[src/rtl/pic_cmd_pkg.sv]
package pic_cmd_pkg;

    typedef enum logic [1:0] {
        SEQ_IDLE,
        SEQ_WANT_VEC,
        SEQ_WANT_CASC,
        SEQ_WANT_MODE
    } seq_state_t;

    // subcommand codes in bits 7:5 of a command-2 byte
    localparam logic [2:0] OP_EOI_ANY  = 3'b001;
    localparam logic [2:0] OP_EOI_LINE = 3'b011;

    // command class from bits 4:3 of a command-port byte
    typedef enum logic [1:0] {
        CW_CMD2  = 2'b00,
        CW_CMD3  = 2'b01,
        CW_START = 2'b10
    } cmd_kind_t;

    function automatic cmd_kind_t classify(input logic [7:0] b);
        if (b[4])
            return CW_START;
        else if (b[3])
            return CW_CMD3;
        else
            return CW_CMD2;
    endfunction

endpackage

[src/rtl/pic_init_seq.sv]
module pic_init_seq
    import pic_cmd_pkg::*;
(
    input  logic clk,
    input  logic rst_n,
    input  logic start_wr,
    input  logic data_wr,
    input  logic single_q,
    input  logic want_mode_q,
    output logic ld_vec,
    output logic ld_casc,
    output logic ld_mode,
    output logic ld_mask
);

    seq_state_t state_q, state_d;

    always_ff @(posedge clk) begin
        if (!rst_n)
            state_q <= SEQ_IDLE;
        else
            state_q <= state_d;
    end

    always_comb begin
        state_d = state_q;
        if (start_wr) begin
            state_d = SEQ_WANT_VEC;
        end else if (data_wr) begin
            unique case (state_q)
                SEQ_IDLE:      state_d = SEQ_IDLE;
                SEQ_WANT_VEC:  state_d = !single_q ? SEQ_WANT_CASC
                                       : (want_mode_q ? SEQ_WANT_MODE : SEQ_IDLE);
                SEQ_WANT_CASC: state_d = want_mode_q ? SEQ_WANT_MODE : SEQ_IDLE;
                SEQ_WANT_MODE: state_d = SEQ_IDLE;
                default:       state_d = SEQ_IDLE;
            endcase
        end
    end

    always_comb begin
        ld_vec  = 1'b0;
        ld_casc = 1'b0;
        ld_mode = 1'b0;
        ld_mask = 1'b0;
        if (data_wr) begin
            unique case (state_q)
                SEQ_IDLE:      ld_mask = 1'b1;
                SEQ_WANT_VEC:  ld_vec  = 1'b1;
                SEQ_WANT_CASC: ld_casc = 1'b1;
                SEQ_WANT_MODE: ld_mode = 1'b1;
                default:       ld_mask = 1'b0;
            endcase
        end
    end

endmodule

[src/rtl/pic_eoi_gen.sv]
module pic_eoi_gen #(
    parameter int LINES = 8,
    localparam int IDXW = $clog2(LINES)
) (
    input  logic             clk,
    input  logic             rst_n,
    input  logic             fire_any,
    input  logic             fire_line,
    input  logic [IDXW-1:0]  line_sel,
    input  logic [LINES-1:0] isr,
    output logic             eoi_valid,
    output logic [IDXW-1:0]  eoi_line
);

    logic [IDXW-1:0] top_idx;
    logic            any_set;

    always_comb begin
        top_idx = '0;
        for (int i = 0; i < LINES; i++) begin
            if (isr[i])
                top_idx = IDXW'(i);
        end
        any_set = |isr;
    end

    always_ff @(posedge clk) begin
        if (!rst_n) begin
            eoi_valid <= 1'b0;
            eoi_line  <= '0;
        end else begin
            eoi_valid <= fire_line || (fire_any && any_set);
            if (fire_line)
                eoi_line <= line_sel;
            else if (fire_any && any_set)
                eoi_line <= top_idx;
        end
    end

endmodule

[src/rtl/pic_cmd_decoder.sv]
module pic_cmd_decoder
    import pic_cmd_pkg::*;
#(
    parameter int DW         = 8,
    parameter bit SLAVE_ROLE = 1'b0,
    localparam int IDXW = $clog2(DW),
    localparam int VBW  = DW - IDXW
) (
    input  logic            clk,
    input  logic            rst_n,
    input  logic            wr_en,
    input  logic            addr,
    input  logic [DW-1:0]   wdata,
    output logic [DW-1:0]   rdata,
    input  logic [DW-1:0]   irr_in,
    input  logic [DW-1:0]   isr_in,
    output logic            trig_edge,
    output logic            single_mode,
    output logic [VBW-1:0]  vec_base,
    output logic [DW-1:0]   casc_cfg,
    output logic            auto_eoi,
    output logic [DW-1:0]   irq_mask,
    output logic            eoi_valid,
    output logic [IDXW-1:0] eoi_line
);

    logic      cmd_wr, data_wr;
    cmd_kind_t kind;
    logic      start_wr, cmd2_wr, cmd3_wr;
    logic      ld_vec, ld_casc, ld_mode, ld_mask;
    logic      want_mode_q, rd_irr_q;
    logic [DW-1:0] casc_next;

    assign cmd_wr   = wr_en && !addr;
    assign data_wr  = wr_en && addr;
    assign kind     = classify(wdata);
    assign start_wr = cmd_wr && (kind == CW_START);
    assign cmd2_wr  = cmd_wr && (kind == CW_CMD2);
    assign cmd3_wr  = cmd_wr && (kind == CW_CMD3);

    pic_init_seq u_seq (
        .clk         (clk),
        .rst_n       (rst_n),
        .start_wr    (start_wr),
        .data_wr     (data_wr),
        .single_q    (single_mode),
        .want_mode_q (want_mode_q),
        .ld_vec      (ld_vec),
        .ld_casc     (ld_casc),
        .ld_mode     (ld_mode),
        .ld_mask     (ld_mask)
    );

    pic_eoi_gen #(.LINES(DW)) u_eoi (
        .clk       (clk),
        .rst_n     (rst_n),
        .fire_any  (cmd2_wr && wdata[7:5] == OP_EOI_ANY),
        .fire_line (cmd2_wr && wdata[7:5] == OP_EOI_LINE),
        .line_sel  (wdata[IDXW-1:0]),
        .isr       (isr_in),
        .eoi_valid (eoi_valid),
        .eoi_line  (eoi_line)
    );

    generate
        if (SLAVE_ROLE) begin : g_slave_id
            assign casc_next = {{(DW-IDXW){1'b0}}, wdata[IDXW-1:0]};
        end else begin : g_master_map
            assign casc_next = wdata;
        end
    endgenerate

    always_ff @(posedge clk) begin
        if (!rst_n) begin
            trig_edge   <= 1'b0;
            single_mode <= 1'b0;
            want_mode_q <= 1'b0;
            vec_base    <= '0;
            casc_cfg    <= '0;
            auto_eoi    <= 1'b0;
            irq_mask    <= '0;
            rd_irr_q    <= 1'b1;
        end else begin
            if (start_wr) begin
                trig_edge   <= wdata[3];
                single_mode <= wdata[1];
                want_mode_q <= wdata[0];
                auto_eoi    <= 1'b0;
            end
            if (cmd3_wr)
                rd_irr_q <= wdata[0];
            if (ld_vec)
                vec_base <= wdata[DW-1:IDXW];
            if (ld_casc)
                casc_cfg <= casc_next;
            if (ld_mode)
                auto_eoi <= wdata[1];
            if (ld_mask)
                irq_mask <= wdata;
        end
    end

    assign rdata = addr ? irq_mask : (rd_irr_q ? irr_in : isr_in);

endmodule


[config.mk]
export PLATFORM = sky130hd
export DESIGN_NAME = pic_cmd_decoder
export DESIGN_NICKNAME = d
export VERILOG_FILES = /design/src/rtl/pic_cmd_pkg.sv /design/src/rtl/pic_init_seq.sv /design/src/rtl/pic_eoi_gen.sv /design/src/rtl/pic_cmd_decoder.sv
export SDC_FILE = /design/constraint.sdc
export NUM_CORES = 1
export LEC_CHECK = 0
export ABC_CLOCK_PERIOD_IN_PS = 1700
export BUFFER_PORTS_ARGS = -buffer_cell sky130_fd_sc_hd__buf_2
export CAP_MARGIN = 10
export CORE_MARGIN = 1.5
export CORE_UTILIZATION = 46
export CTS_CLUSTER_SIZE = 24
export DETAILED_ROUTE_END_ITERATION = 8
export PLACE_DENSITY = 0.79
export SKIP_CTS_REPAIR_TIMING = 1
export SYNTH_ARGS = -nofsm -noshare
export SYNTH_HDL_FRONTEND = slang
export SYNTH_SLANG_ARGS = --single-unit
[constraint.sdc]
create_clock -name clk -period 1.7 [get_ports clk]
set_input_delay 0.34 -clock clk [delete_from_list [all_inputs] [get_ports clk]]
set_output_delay 0.34 -clock clk [all_outputs]
set_load 0.01 [all_outputs]
==> key figures <==
Synthesis
  – Ys async rst share: 0%
  – Compound-Gate Fraction of Synth Area: 17.51%
  – Number of flops mapped to enable cells by yosys: 0
  – Syn_area_per_cell: 7.743 sq um
  – Number of synthesized register bits: 32
  – Post-synthesis sequential area ratio: 43.32%
  – Mapped cell area: 0.001479 sq mm
  – Syn. warnings: 0
  – Unique masters post-synth: 29
  – Top FF cell, synth: dfxtp_1
  – Net Count, Synth: 219
  – Adder-Cell Fraction of Synth Area: 0%
  – Post-synthesis xor/xnor area fraction: 0%
  – Simple-gate share of the synthesized area: 28.43%
  – Main combinational cell family by area after synthesis: simple AND/OR/NAND/NOR gates
  – Mux cell area share after synthesis: 7.445%
  – Synth Instances: 191

Worst setup path
  – Worst-path fanout max: 9
  – CP Launch Type: flop
  – Crit Path Category: reg2out
  – Required time of the critical path: 1.36 ns
  – CP Capture Type: output pin
  – Critical path arrival: 1.18 ns

Place
  – # placed instances: 299
  – I/O Buffers: 63
  – Final Wtd Congestion: 0.8159
  – Placed Area: 0.001887 sq mm
  – Hpwl dp: 2.804 mm

Routing
  – Total Wirelength: 3.709 mm
  – Via count: 1,555
  – Remaining DRCs: 0
  – Max Used Layer: met4
  – DRT Pass-1 Iters: 5
  – First DRT Iteration DRCs: 84
  – Wire per inst: 12.20 um
  – Met2 WL: 1.687 mm
  – ANT nets after route: 0
  – WL met1: 1.701 mm
  – WL met3: 293 um
  – Vias per inst: 5.115

Layout
  – Final std cells w/o fill: 304
  – Most frequent cells in the layout: 63 x buf_2, 53 x nand2_1, 31 x dfxtp_1
  – Commonest non-fill, non-tap cell in the layout: buf_2
  – Fraction of layout cells with a size suffix above 1: 31.15%
  – Area grow syn2layout: 30.37%
  – Layout net count: 290
  – Fillers: 294
  – Antenna diodes: 0
  – Final cell area excluding filler cells: 0.001928 sq mm

CTS
  – Clock Tree Root: clkbuf_4
  – CTS tree: done
  – Clock Sink Count: 32
  – Clock Path Buffers: 2
  – CTS Buf Count: 5
  – CTS clk-pin slew, worst paths: 0.09 ns
  – Worst-skew pair later-pin latency: 0.32 ns
  – H-tree depth: 2

STA
  – Final min period: 1.519 ns
  – Setup_tns: 0 ns
  – Rel. slew slack: 71.55%
  – RSZ-0062 raised after global routing: no
  – F_max: 658.4 MHz
  – Worst-Margin Slew: 0.4262 ns
  – Final period utilization: 89.34%
  – Final setup skew: 0.006287 ns
  – Hold Vio Cnt, Final: 0
  – Setup violators final: 0
  – Fin. max-slew vios: 0

Global routing
  – Largest net degree at the start of global routing: 20
  – Vias in the first global route: 1,293
  – Overall fraction of global-route tracks in use: 22.68%
  – First-pass GRT wire length: 5.975 mm
  – GRT overflow: 0
  – Antenna violations before repair: 0

Power
  – Lkg Pwr: 0.9292 nW
  – Total power: 1.346 mW
  – Cell Pwr Density: 697.9 mW/mm^2
  – Peak VDD IR: 0.5267 mV

Die
  – Die area: 0.003564 sq mm
  – Starting Density: 48.44%
  – Io pins: 64
  – Core Area: 0.003053 sq mm
  – Die height: 59.70 um
  – Row cnt: 20
  – Horiz. Die Dim: 59.70 um

Run
  – Maxcap violations: 0

Worst hold path
  – Worst hold path type: in2reg

Outcome
  – Outcome: finished, final reports clean
[per-stage QoR]
step / util (%) / hold WS, ns / worst slack (ns)
5_1_grt: 63.16 / 0.2562 / 0.07221
3_5_place_dp: 61.80 / 0.4463 / 0.03484
6_report: 63.16 / 0.2711 / 0.1811
4_1_cts: 63.03 / 0.2615 / -0.07381
2_1_floorplan: - / 0.4472 / 0.2365
3_3_place_gp: 61.80 / 0.4437 / 0.06798
[path summary, 6_finish.rpt]
kind              slack [ns]  cells past startpoint        startpoint          end
setup / recovery        0.18                      3          rd_irr_q     rdata[2]
hold / removal          0.27                      3             rst_n  casc_cfg[6]
setup reg to reg        0.42                      3  u_seq.state_q[0]  irq_mask[6]
hold reg to reg         0.46                      2       casc_cfg[7]  casc_cfg[7]
[sequential cells by signal, indices dropped and copies added (netlist names)]
| register | cells |
|---|---|
| single_mode | 1 |
| vec_base | 5 |
| irq_mask | 8 |
| u_eoi.eoi_valid | 1 |
| want_mode_q | 1 |
| casc_cfg | 8 |
| u_eoi.eoi_line | 3 |
| auto_eoi | 1 |
| u_seq.state_q | 2 |
| trig_edge | 1 |
| rd_irr_q | 1 |
[per-layer routing]
metal | global-route usage (%) | up-vias
li1 | - | 801
met3 | 8.009 | 3
met4 | 5.714 | 0
met2 | 35.71 | 63
met5 | 0 | -
met1 | 29.70 | 688
[where the power goes]
| part | switching (mW) | internal [mW] | leakage (nW) |
|---|---|---|---|
| combinational | 0.111 | 0.0884 | 0.647 |
| sequential | 0.0169 | 0.765 | 0.259 |
| clock | 0.226 | 0.138 | 0.0230 |
| total | 0.355 | 0.991 | 0.929 |
[Yosys cell counts (2+ instances only)]
cell type / count / share of area, %
mux2i_1: 11 / 7.4
or4_1: 2 / 1.0
or3_1: 2 / 0.85
nor2b_1: 3 / 1.3
o21ai_0: 13 / 4.4
o211ai_1: 2 / 1.0
dfxtp_1: 32 / 43
a21boi_0: 7 / 3.6
nand4_1: 2 / 0.85
nand3_1: 8 / 2.7
clkbuf_1: 7 / 1.8
a21oi_1: 16 / 5.4
nor2_1: 13 / 3.3
a31oi_1: 2 / 0.85
nand2_1: 53 / 13
nor3_1: 2 / 0.68
inv_1: 4 / 1.0
[worst max-delay path: stages, from the launching register on]
cell	delay, ns
dfxtp_4	0.44
mux2i_1	0.20
o21ai_0	0.08
buf_2	0.14
[area by class of cell]
type	count	area [sq um]	area share, %
flip-flops and latches	32	644.4	33.42
repair buffers	72	382.9	19.86
multi-input cells	146	789.5	40.95
inverters	5	18.77	0.9734
clock buffers	5	37.54	1.947
well taps	44	55.05	2.855
[kinds of logic after synthesis]
| family | after synthesis |
|---|---|
| muxes | 11 |
| DFF | 32 |
| and+or+nand+nor | 91 |
| buffers and inverters | 13 |
| AOI/OAI and AO/OA | 44 |
Power figures use the tool's default switching activity.
